File: config.mk
export PLATFORM = sky130hd
export DESIGN_NAME = itp_top
export DESIGN_NICKNAME = d
export VERILOG_FILES = /design/src/rtl/itp_pkg.sv /design/src/rtl/itp_target_array.sv /design/src/rtl/itp_hist_table.sv /design/src/rtl/itp_top.sv
export SDC_FILE = /design/constraint.sdc
export NUM_CORES = 1
export LEC_CHECK = 0
export BUFFER_PORTS_ARGS = -buffer_cell sky130_fd_sc_hd__buf_4
export CAP_MARGIN = 0
export CORE_MARGIN = 5
export CORE_UTILIZATION = 36
export DETAILED_ROUTE_END_ITERATION = 12
export PLACE_DENSITY = 0.51
export SLEW_MARGIN = 40
export SYNTH_ARGS = -nofsm -noshare
export SYNTH_HDL_FRONTEND = slang
export SYNTH_SLANG_ARGS = --single-unit
export TNS_END_PERCENT = 30
File: constraint.sdc
create_clock -name clk -period 6.4 [get_ports clk]
set_clock_uncertainty 0.1 [all_clocks]
set_input_delay 0.96 -clock clk [delete_from_list [all_inputs] [get_ports clk]]
set_output_delay 0.96 -clock clk [all_outputs]
set_load 0.02 [all_outputs]
File: src/rtl/itp_pkg.sv
package itp_pkg;
    localparam int PC_W     = 16;
    localparam int HIST_W   = 8;
    localparam int TA_IDX_W = 4;
    localparam int HT_IDX_W = 4;
    localparam int HT_TAG_W = 6;
    localparam int TA_TAG_W = PC_W - TA_IDX_W;
    localparam int TA_N     = 1 << TA_IDX_W;
    localparam int HT_N     = 1 << HT_IDX_W;

    typedef logic [PC_W-1:0]     addr_t;
    typedef logic [HIST_W-1:0]   hist_t;
    typedef logic [TA_IDX_W-1:0] ta_idx_t;
    typedef logic [TA_TAG_W-1:0] ta_tag_t;
    typedef logic [HT_IDX_W-1:0] ht_idx_t;
    typedef logic [HT_TAG_W-1:0] ht_tag_t;

    typedef struct packed {
        logic    ind;
        ta_tag_t tag;
        addr_t   tgt;
    } ta_ent_t;

    typedef struct packed {
        ht_tag_t tag;
        addr_t   tgt;
    } ht_ent_t;

    typedef enum logic [1:0] {
        UPD_NONE,
        UPD_TA_FILL,
        UPD_TA_FIX,
        UPD_HT_WRITE
    } upd_e;

    function automatic ta_idx_t ta_index(input addr_t pc);
        return ta_idx_t'(pc);
    endfunction

    function automatic ta_tag_t ta_tagof(input addr_t pc);
        return ta_tag_t'(pc >> TA_IDX_W);
    endfunction

    function automatic ht_idx_t ht_index(input addr_t pc, input hist_t h);
        return ht_idx_t'(pc) ^ ht_idx_t'(h);
    endfunction

    function automatic ht_tag_t ht_tagof(input addr_t pc, input hist_t h);
        return ht_tag_t'(pc >> HT_IDX_W) ^ ht_tag_t'(h >> HT_IDX_W);
    endfunction
endpackage

File: src/rtl/itp_target_array.sv
module itp_target_array
    import itp_pkg::*;
(
    input  logic    clk,
    input  logic    rst,
    input  addr_t   lk_pc,
    output logic    lk_hit,
    output ta_ent_t lk_ent,
    input  addr_t   rd_pc,
    output logic    rd_hit,
    output ta_ent_t rd_ent,
    input  logic    we,
    input  addr_t   w_pc,
    input  logic    w_ind,
    input  addr_t   w_tgt
);
    logic [TA_N-1:0] vld;
    ta_ent_t         mem [TA_N];
    ta_idx_t         widx;

    assign widx   = ta_index(w_pc);
    assign lk_ent = mem[ta_index(lk_pc)];
    assign rd_ent = mem[ta_index(rd_pc)];
    assign lk_hit = vld[ta_index(lk_pc)] && (lk_ent.tag == ta_tagof(lk_pc));
    assign rd_hit = vld[ta_index(rd_pc)] && (rd_ent.tag == ta_tagof(rd_pc));

    always_ff @(posedge clk) begin
        if (rst) begin
            vld <= '0;
        end else if (we) begin
            vld[widx] <= 1'b1;
            mem[widx] <= '{ind: w_ind, tag: ta_tagof(w_pc), tgt: w_tgt};
        end
    end

    // Without a write the valid set does not move
    assert_ta_quiet_R6: assert property (@(posedge clk) disable iff (rst)
        (!$past(rst) && !$past(we)) |-> $stable(vld));

    // A write is in place on the following edge
    assert_ta_write_lands_R9: assert property (@(posedge clk) disable iff (rst)
        (!$past(rst) && $past(we)) |->
            (vld[$past(widx)] && mem[$past(widx)].tgt == $past(w_tgt)));
endmodule

File: src/rtl/itp_hist_table.sv
module itp_hist_table
    import itp_pkg::*;
(
    input  logic  clk,
    input  logic  rst,
    input  addr_t lk_pc,
    input  hist_t lk_hist,
    output logic  lk_hit,
    output addr_t lk_tgt,
    input  logic  we,
    input  addr_t w_pc,
    input  hist_t w_hist,
    input  addr_t w_tgt
);
    logic [HT_N-1:0] vld;
    ht_ent_t         mem [HT_N];
    ht_idx_t         ridx;
    ht_idx_t         widx;

    assign ridx   = ht_index(lk_pc, lk_hist);
    assign widx   = ht_index(w_pc, w_hist);
    assign lk_hit = vld[ridx] && (mem[ridx].tag == ht_tagof(lk_pc, lk_hist));
    assign lk_tgt = mem[ridx].tgt;

    always_ff @(posedge clk) begin
        if (rst) begin
            vld <= '0;
        end else if (we) begin
            vld[widx] <= 1'b1;
            mem[widx] <= '{tag: ht_tagof(w_pc, w_hist), tgt: w_tgt};
        end
    end

    // Allocation and in-place overwrite both land one edge later
    assert_ht_write_lands_R7: assert property (@(posedge clk) disable iff (rst)
        (!$past(rst) && $past(we)) |->
            (vld[$past(widx)] && mem[$past(widx)].tgt == $past(w_tgt)));

    // The history table only changes when told to
    assert_ht_quiet_R3: assert property (@(posedge clk) disable iff (rst)
        (!$past(rst) && !$past(we)) |-> $stable(vld));
endmodule

File: src/rtl/itp_top.sv
module itp_top
    import itp_pkg::*;
(
    input  logic              clk,
    input  logic              rst,
    input  logic [PC_W-1:0]   lk_pc,
    input  logic [HIST_W-1:0] lk_hist,
    output logic              pred_valid,
    output logic [PC_W-1:0]   pred_target,
    output logic              pred_from_hist,
    input  logic              rs_valid,
    input  logic [PC_W-1:0]   rs_pc,
    input  logic [HIST_W-1:0] rs_hist,
    input  logic [PC_W-1:0]   rs_target,
    input  logic              rs_indirect,
    input  logic              rs_mispredict
);
    logic    ta_lk_hit, ta_rd_hit, ht_lk_hit;
    ta_ent_t ta_lk_ent, ta_rd_ent;
    addr_t   ht_lk_tgt;
    upd_e    upd;
    logic    ta_we, ht_we;

    itp_target_array u_ta (
        .clk    (clk),
        .rst    (rst),
        .lk_pc  (lk_pc),
        .lk_hit (ta_lk_hit),
        .lk_ent (ta_lk_ent),
        .rd_pc  (rs_pc),
        .rd_hit (ta_rd_hit),
        .rd_ent (ta_rd_ent),
        .we     (ta_we),
        .w_pc   (rs_pc),
        .w_ind  (rs_indirect),
        .w_tgt  (rs_target)
    );

    itp_hist_table u_ht (
        .clk     (clk),
        .rst     (rst),
        .lk_pc   (lk_pc),
        .lk_hist (lk_hist),
        .lk_hit  (ht_lk_hit),
        .lk_tgt  (ht_lk_tgt),
        .we      (ht_we),
        .w_pc    (rs_pc),
        .w_hist  (rs_hist),
        .w_tgt   (rs_target)
    );

    // Resolve decision: fill unknown branches into the array only; after a
    // wrong array target on an indirect branch, go to the history table.
    always_comb begin
        upd = UPD_NONE;
        if (rs_valid) begin
            if (!ta_rd_hit)
                upd = UPD_TA_FILL;
            else if (rs_mispredict)
                upd = ta_rd_ent.ind ? UPD_HT_WRITE : UPD_TA_FIX;
        end
    end

    assign ta_we = (upd == UPD_TA_FILL) || (upd == UPD_TA_FIX);
    assign ht_we = (upd == UPD_HT_WRITE);

    // Lookup: history table only behind an indirect-marked array hit
    always_comb begin
        pred_valid     = ta_lk_hit;
        pred_from_hist = ta_lk_hit && ta_lk_ent.ind && ht_lk_hit;
        pred_target    = pred_from_hist ? ht_lk_tgt : ta_lk_ent.tgt;
    end

    assert_empty_after_reset_R1: assert property (@(posedge clk) disable iff (rst)
        $past(rst) |-> !pred_valid);

    assert_fill_visible_R2: assert property (@(posedge clk) disable iff (rst)
        (!$past(rst) && $past(rs_valid && !ta_rd_hit && !rs_indirect)
         && lk_pc == $past(rs_pc)) |->
            (pred_valid && !pred_from_hist && pred_target == $past(rs_target)));
endmodule

==> results.json, run 1 <==
{
  "status": "finished clean",
  "combPwrFrac_pct": 7.6,
  "p_int_mw": 9.57,
  "synth_edf_count": 816,
  "fp.dieW_um": 321,
  "seqPwrFrac_pct": 50.0,
  "power_mw": 12.3,
  "yosys_register_bits": 848,
  "place_inst": 2998,
  "final_util_pct": 42.3,
  "rsz0062_at_grt": "no",
  "worst_ep_arrival_time_ns": 5.02,
  "setup_viol": 0,
  "r2r-end": "u_ta.mem[11][17]",
  "maxSlewViolCount": 0,
  "remaining_drc_errors": 0,
  "synthFlopType": "edfxtp_1",
  "clk_path_buf_depth": 3,
  "die_y_um": 321,
  "grt_max_degree": 66,
  "synth_area_per_cell_sq_um": 21.2,
  "routed_wl_um": 90000,
  "area_growth_pct": 16.8,
  "die_area_sq_um": 103000,
  "worstHoldStart": "u_ht.vld[14]",
  "start_util_pct": 36.2,
  "firstDrtPassIters": 5,
  "grt_usage_pct": 17.4,
  "synth_nets": 1719,
  "postRouteAntennaNets": 0,
  "dr_total_vias": 17300,
  "relSlewSlack_pct": 49.9,
  "synthCells": 1649,
  "setup_ws_ns": 0.319,
  "routedWlPerCell_um": 28.4,
  "final_layout_size_suffix_gt1_share_pct": 33.8,
  "cp_common_cell": "buf_4",
  "p_sw_share_pct": 22.1,
  "critPathSlowestCell": "mux4_2",
  "cts_tree": "built",
  "grt_pass1_wl_um": 131000,
  "ys_seq_area_share_pct": 72.1,
  "cts.sinks": 848,
  "dpl_worst_slack_ns": 0.260,
  "core-area_sq_um": 96400,
  "synth_cell_types": 60,
  "p_sw_mw": 2.71,
  "dp_hpwl_um": 54800,
  "grt_overflow_total": 0,
  "grt_pass1_vias": 18200,
  "max-vdd-ir-drop_mv": 0.218,
  "antenna_cells": 0,
  "drtIter0Drc": 1492,
  "yosys_warnings": 0,
  "hold_end": "u_ht.vld[14]",
  "period_minus_slack_ns": 6.08,
  "io_pins": 87,
  "fill_cells": 8443,
  "power_frac_clock_pct": 42.4,
  "syn_area_sq_um": 34900,
  "critical_path_buf_inv_count": 4,
  "port_buffers": 86,
  "crit_required_ns": 5.34,
  "path_cells": "buf_6 -> buf_4 -> mux4_2 -> mux2i_1 -> mux2i_1 -> xor2_1 -> nor4_1 -> nand4_1 -> nor4_4 -> buf_4 -> mux2_1 -> buf_4",
  "clock_latency_ns": 0.65,
  "start_kind": "input port",
  "ctsResizeCount": 0,
  "ctsHoldBuffers": 0,
  "r2r-start": "u_ta.mem[12][19]",
  "worst_pin_slew_ns": 0.752,
  "gp_congestion": 0.777,
  "crit_family": "multiplexers",
  "hold_violations": 0,
  "slowest_delay_ns": 0.53,
  "max_freq_ghz": 0.164,
  "reg2regPathDepth": 12,
  "cts-root-buf": "clkbuf_16",
  "min_path_cells": 1,
  "cts_setup_buffers": 0,
  "rrSetupSlack_ns": 1.69,
  "async_flop_share_pct": 0,
  "rows": 114,
  "antenna_found_initial": 0,
  "instances_no_fill": 3167,
  "cp_max_fo": 38,
  "min_path_type": "register to register",
  "p_leak_nw": 13.2,
  "period_share_pct": 95.0,
  "final_net_count": 1885,
  "numCtsBuffers": 91,
  "htreeDepth": 3,
  "viasPerCell": 5.47,
  "cts.clk_slew.worst_paths_ns": 0.06,
  "cap_violations": 0,
  "critical_path_class": "input port to output pin",
  "critPathCaptureType": "output pin",
  "p_per_area_nw_per_um2": 301
}
[flip-flops by register name, indices dropped and copies added, names as in the netlist]
| signal | flops |
|---|---|
| u_ht.mem | 352 |
| u_ta.vld | 16 |
| u_ta.mem | 464 |
| u_ht.vld | 16 |
[power groups by stage]
stage          logic (mW)  clock network (mW)  registers (mW)
2_1_floorplan       0.572                   0            6.25
3_3_place_gp        0.944                   0            6.25
3_5_place_dp        0.956                   0            6.25
4_1_cts             0.959                5.35            6.14
5_1_grt              1.00                5.59            6.14
6_report            0.935                5.21            6.14
[cell usage in the layout, fill, tap and decap left out, types with 20 or more instances in the layout]
cell / Yosys / layout
xnor2_1: 30 / 27
edfxtp_1: 816 / 816
mux2i_1: 55 / 55
dfxtp_1: 32 / 32
clkinv_2: 0 / 24
clkinv_1: 2 / 20
mux4_2: 284 / 284
clkbuf_16: 0 / 94
buf_4: 4 / 143
nand2_1: 87 / 87
a21o_1: 32 / 32
[stage by stage]
stage | setup TNS [ns] | hold WS, ns | cell area (sq um)
floorplan | -19.86 | 0.321 | 34900
global placement | 0 | 0.328 | 37700
detailed placement | 0 | 0.335 | 37800
CTS | 0 | 0.349 | 40700
global route | 0 | 0.365 | 40800
finish | 0 | 0.348 | 40800
[worst max-delay path by stage]
stage	startpoint	end	cells past startpoint
floorplan	rs_pc[0]	u_ta.mem[2][0]	13
global placement	lk_pc[2]	pred_target[14]	12
detailed placement	lk_pc[2]	pred_target[14]	12
CTS	lk_pc[2]	pred_target[14]	12
global route	lk_pc[2]	pred_target[14]	12
finish	lk_pc[2]	pred_target[14]	12
[cell usage after synthesis (3+ instances only)]
master	count	area (sq um)
a211oi_1	5	37.5
a21o_1	32	240
a21oi_1	9	45.0
a221oi_1	3	26.3
a22oi_1	5	37.5
a31oi_1	16	100
a32oi_1	7	61.3
and3_1	18	113
buf_1	23	86.3
buf_2	28	140
buf_4	4	30.0
buf_6	3	33.8
clkbuf_1	34	128
dfxtp_1	32	641
edfxtp_1	816	24500
inv_1	3	11.3
mux2_1	10	113
mux2_2	9	101
mux2i_1	55	551
mux4_2	284	6400
nand2_1	87	327
nand2b_1	3	18.8
nand3_1	6	30.0
nand4_1	4	25.0
nor2_1	38	143
nor2b_1	8	50.1
nor3_1	8	40.0
nor3b_1	3	22.5
nor4_1	5	31.3
o21ai_0	4	20.0
o221ai_1	3	26.3
o22ai_1	4	25.0
xnor2_1	30	263
xor2_1	19	166
[area by class of cell]
class	count	area [sq um]	area share [%]
sequential	848	25100	61.7
multi-input combinational	703	9540	23.4
clock buffer	109	2410	5.91
timing repair buffer	166	1500	3.67
inverter	5	18.8	0.0460
clock inverter	60	554	1.36
tap	1276	1600	3.92
[cell families (layout without fill, tap and decap cells)]
logic type | count (synthesis) | in the layout | share of synthesized area, %
flip-flops | 848 | 848 | 72.1
multiplexers | 358 | 358 | 20.5
AND/OR/NAND/NOR | 192 | 192 | 2.61
AO/OA/AOI/OAI | 101 | 101 | 2.10
buffers and inverters | 98 | 340 | 1.29
XOR/XNOR | 51 | 51 | 1.36
adder cells (fa/ha/maj) | 1 | 1 | 0.0359
[metal layers]
layer	global-route usage (%)	up-vias	routed length [um]
met2	28.0	465	43600
met3	3.07	136	4110
met4	4.96	0	2480
met5	0	-	0
met1	24.6	9414	39800
li1	-	7308	-
Note: power is estimated with default switching activity, not from simulation.
==> inputs of run 2 (changes only) <==
PLACE_DENSITY = 0.49   (was 0.51)
clock period = 6.37 ns   (was 6.4 ns; I/O delays follow)
==> results.json, run 2 (synthesized netlist as in run 1, its figures left out) <==
{
  "status": "finished clean",
  "worst_pin_slew_ns": 0.799,
  "gp_congestion": 0.806,
  "top_regs": "u_ta.mem: 464 flops, u_ht.mem: 352 flops",
  "largest_register": "u_ta.mem",
  "fill_cells": 8465,
  "worst_ep_arrival_time_ns": 4.75,
  "cts.sinks": 848,
  "r2r-start": "u_ta.mem[7][19]",
  "crit_required_ns": 5.31,
  "final_net_count": 1882,
  "viasPerCell": 5.49,
  "relSlewSlack_pct": 46.5,
  "setup_ws_ns": 0.567,
  "cp_max_fo": 27,
  "grt_usage_pct": 17.9,
  "routed_wl_um": 93200,
  "area_growth_pct": 16.7,
  "critPathCaptureType": "output pin",
  "crit_start": "lk_pc[1]",
  "grt_pass1_wl_um": 135000,
  "p_leak_nw": 13.2,
  "cts.clk_slew.worst_paths_ns": 0.06,
  "fp.dieW_um": 321,
  "numCtsBuffers": 93,
  "period_share_pct": 91.1,
  "final_cell_mix": "816 x edfxtp_1, 284 x mux4_2, 133 x buf_4",
  "grt_max_degree": 65,
  "drtIter0Drc": 1581,
  "clk_path_buf_depth": 3,
  "setup_viol": 0,
  "worstHoldStart": "u_ht.vld[13]",
  "largest_register_ffs": 464,
  "start_kind": "input port",
  "hold_violations": 0,
  "clock_latency_ns": 0.64,
  "min_path_type": "register to register",
  "cts_tree": "built",
  "final_layout_size_suffix_gt1_share_pct": 33.1,
  "cap_violations": 0,
  "ctsHoldBuffers": 0,
  "critical_path_class": "input port to output pin",
  "dr_total_vias": 17400,
  "io_pins": 87,
  "rows": 114,
  "routedWlPerCell_um": 29.4,
  "period_minus_slack_ns": 5.80,
  "dpl_worst_slack_ns": 0.413,
  "antenna_found_initial": 7,
  "core-area_sq_um": 96400,
  "postRouteAntennaNets": 0,
  "start_util_pct": 36.2,
  "p_per_area_nw_per_um2": 302,
  "placed_cell_area_sq_um": 37800,
  "final_common_cell": "edfxtp_1",
  "grt_pass1_vias": 18500,
  "max_freq_ghz": 0.172,
  "die_y_um": 321,
  "cts_setup_buffers": 0,
  "maxSlewViolCount": 0,
  "cts-root-buf": "clkbuf_16",
  "remaining_drc_errors": 0,
  "htreeDepth": 3,
  "fin_area_sq_um": 40700,
  "ctsResizeCount": 0,
  "firstDrtPassIters": 5,
  "port_buffers": 86,
  "max-vdd-ir-drop_mv": 0.194,
  "rsz0062_at_grt": "no",
  "grt_overflow_total": 0,
  "die_area_sq_um": 103000,
  "dp_hpwl_um": 57200
}
run 2: changes by cell type in the layout (fill, tap and decap cells not counted), moves of 2 or more:
cell / previous run / this run
clkbuf_1: 15 / 20
buf_12: 17 / 22
inv_6: 4 / 2
clkinvlp_4: 1 / 3
clkinv_1: 20 / 26
xor2_1: 15 / 17
buf_4: 143 / 133
clkinv_2: 24 / 19
bufinv_16: 9 / 6
run 2: critical path, stage by stage:
cell      delay [ns]
buf_4           0.41
xor2_4          0.57
buf_4           0.38
mux2_2          0.37
a221oi_1        0.66
a211oi_1        0.22
nor4_4          0.25
buf_4           0.31
mux2_2          0.39
buf_4           0.16
run 2: final timing paths:
kind	to	slack [ns]	depth (start not counted)
min reg2reg	u_ht.vld[13]	0.35	1
min	u_ht.vld[13]	0.35	1
max	pred_target[15]	0.57	10
max reg2reg	u_ta.mem[7][6]	1.97	12
run 2: layer usage:
metal | wire length [um] | vias to the layer above | GRT usage [%]
li1 | - | 7304 | -
met1 | 40000 | 9487 | 24.6
met2 | 46600 | 505 | 30.3
met3 | 4710 | 104 | 2.98
met4 | 1780 | 0 | 4.24
met5 | 0 | - | 0
run 2: per-stage QoR:
step	utilization (%)	std cells	hold WS [ns]	TNS (ns)	power, mW
after global placement	39.2	2992	0.329	0	7.28
after CTS	42.2	3165	0.352	0	12.4
after detailed placement	39.2	2992	0.334	0	7.28
after floorplan	-	1649	0.321	-21.39	6.86
final	42.2	3167	0.348	0	12.3
after global routing	42.2	3166	0.368	0	12.7
run 2: power breakdown:
group | internal, mW | switching [mW] | total (mW)
Clock | 2.98 | 2.17 | 5.15
Combinational | 0.400 | 0.580 | 0.979
Sequential | 6.15 | 0.0134 | 6.17
Total | 9.54 | 2.76 | 12.3
run 2: area by class of cell:
cell class | instances | area, sq um | share of cell area (%)
clock inverters | 57 | 445 | 1.09
clock buffers | 116 | 2470 | 6.06
flip-flops and latches | 848 | 25100 | 61.8
inverters | 5 | 20.0 | 0.0492
repair buffers | 161 | 1510 | 3.70
diodes | 1 | 2.50 | 0.00615
well taps | 1276 | 1600 | 3.92
multi-input cells | 703 | 9520 | 23.4
==> inputs of run 3 (changes only) <==
==> constraint.sdc (replaced) <==
create_clock -name clk -period 6.37 [get_ports clk]
set_clock_uncertainty 0.1 [all_clocks]
set_input_delay 0.637 -clock clk [delete_from_list [all_inputs] [get_ports clk]]
set_output_delay 0.637 -clock clk [all_outputs]
set_load 0.02 [all_outputs]
==> results.json, run 3 (synthesized netlist as in run 1, its figures left out) <==
{
  "gp_congestion": 0.805,
  "cp_common_cell": "buf_4",
  "power_mw": 12.5,
  "fin_tns_setup_ns": 0,
  "critPathSlowestCell": "buf_4",
  "dr_total_vias": 17300,
  "relSlewSlack_pct": 45.9,
  "htreeDepth": 3,
  "drtIter0Drc": 1608,
  "cts-root-buf": "clkbuf_16",
  "endpoint": "pred_target[6]",
  "setup_ws_ns": 0.775,
  "final_cell_mix": "816 x edfxtp_1, 284 x mux4_2, 132 x buf_4",
  "hold_violations": 0,
  "die_area_sq_um": 103000,
  "core-area_sq_um": 96400,
  "ctsHoldBuffers": 0,
  "grt_pass1_vias": 18100,
  "path_cells": "buf_4 -> xor2_4 -> buf_4 -> buf_4 -> mux4_2 -> o21ai_0 -> o22ai_1 -> a32oi_1 -> nor4_4 -> buf_4 -> mux2_1 -> buf_4",
  "slowest_delay_ns": 0.68,
  "start_kind": "input port",
  "start_util_pct": 36.2,
  "crit_required_ns": 5.63,
  "grt_pass1_wl_um": 132000,
  "top_regs": "u_ta.mem: 464 flops, u_ht.mem: 352 flops",
  "cts_tree": "built",
  "p_per_area_nw_per_um2": 307,
  "final_util_pct": 42.2,
  "setup_viol": 0,
  "critical_path_class": "input port to output pin",
  "r2r-end": "u_ta.mem[7][14]",
  "area_growth_pct": 16.6,
  "worst_ep_arrival_time_ns": 4.86,
  "grt_overflow_total": 0,
  "firstDrtPassIters": 8,
  "grt_usage_pct": 17.6,
  "fill_cells": 8430,
  "reg2regPathDepth": 12,
  "largest_register": "u_ta.mem",
  "maxSlewViolCount": 0,
  "period_minus_slack_ns": 5.59,
  "rows": 114,
  "r2r-start": "u_ta.mem[15][19]",
  "antenna_found_initial": 1,
  "clk_path_buf_depth": 3,
  "status": "finished clean",
  "rsz0062_at_grt": "no",
  "cp_max_fo": 48,
  "rrSetupSlack_ns": 1.84,
  "grt_max_degree": 66,
  "routedWlPerCell_um": 29.0,
  "period_share_pct": 87.8,
  "port_buffers": 86,
  "fin_hold_ws_ns": 0.229,
  "max_freq_ghz": 0.179,
  "viasPerCell": 5.48,
  "max-vdd-ir-drop_mv": 0.179,
  "final_common_cell": "edfxtp_1",
  "min_path_type": "input port to register",
  "routed_wl_um": 91500,
  "final_layout_size_suffix_gt1_share_pct": 33.3,
  "largest_register_ffs": 464,
  "clock_latency_ns": 0.65,
  "remaining_drc_errors": 0,
  "numCtsBuffers": 93,
  "cts.sinks": 848,
  "worst_pin_slew_ns": 0.811,
  "cts.clk_slew.worst_paths_ns": 0.06,
  "dpl_worst_slack_ns": 0.734,
  "cts_setup_buffers": 0,
  "critPathCaptureType": "output pin",
  "dp_hpwl_um": 56000,
  "ctsResizeCount": 0,
  "p_leak_nw": 13.2,
  "io_pins": 87,
  "fp.dieW_um": 321,
  "crit_start": "lk_pc[1]",
  "final_net_count": 1873,
  "cap_violations": 0,
  "postRouteAntennaNets": 0,
  "die_y_um": 321
}
-- run 3: cell types whose count changed in the layout (fill, tap and decap cells not counted), moves of 3 or more --
cell	before	now
buf_12	22	12
bufinv_16	6	9
clkbuf_8	1	7
clkinv_1	26	18
clkinvlp_4	3	0
inv_16	0	3
-- run 3: final cells by class --
type / instances / area, sq um / share of cell area, %
inverter: 5 / 20.0 / 0.0492
tap: 1276 / 1600 / 3.93
sequential: 848 / 25100 / 61.8
timing repair buffer: 152 / 1330 / 3.27
antenna: 1 / 2.50 / 0.00615
multi-input combinational: 703 / 9520 / 23.4
clock inverter: 52 / 543 / 1.34
clock buffer: 119 / 2520 / 6.19
-- run 3: worst min path at each step --
stage	cells past startpoint	start	end
3_3_place_gp	1	u_ht.vld[3]	u_ht.vld[3]
4_1_cts	1	rs_indirect	u_ta.mem[7][28]
2_1_floorplan	1	u_ht.vld[14]	u_ht.vld[14]
6_report	1	rs_indirect	u_ta.mem[7][28]
3_5_place_dp	1	u_ht.vld[12]	u_ht.vld[12]
5_1_grt	1	rs_indirect	u_ta.mem[7][28]
-- run 3: metal layers --
layer	global-route usage (%)	vias to the layer above	routed length [um]
met4	4.06	0	1560
li1	-	7277	-
met1	25.1	9358	40600
met2	28.6	558	44400
met3	2.98	103	4940
met5	0	-	0
-- run 3: power breakdown --
group	total [mW]	internal, mW	switching [mW]
Sequential	6.17	6.15	0.0142
Clock	5.36	3.17	2.19
Combinational	0.957	0.393	0.564
-- run 3: critical path: cells and delay by family --
| family | cells | cell delay [ns] |
|---|---|---|
| multiplexers | 2 | 0.84 |
| AO/OA/AOI/OAI | 3 | 0.44 |
| XOR/XNOR | 1 | 0.19 |
| buffers and inverters | 5 | 2.13 |
| AND/OR/NAND/NOR | 1 | 0.49 |
-- run 3: per-stage QoR --
stage	instance area (sq um)	cells
after detailed placement	37600	2984
after global routing	40700	3155
after global placement	37600	2982
after CTS	40700	3155
final	40700	3156
after floorplan	34900	1649
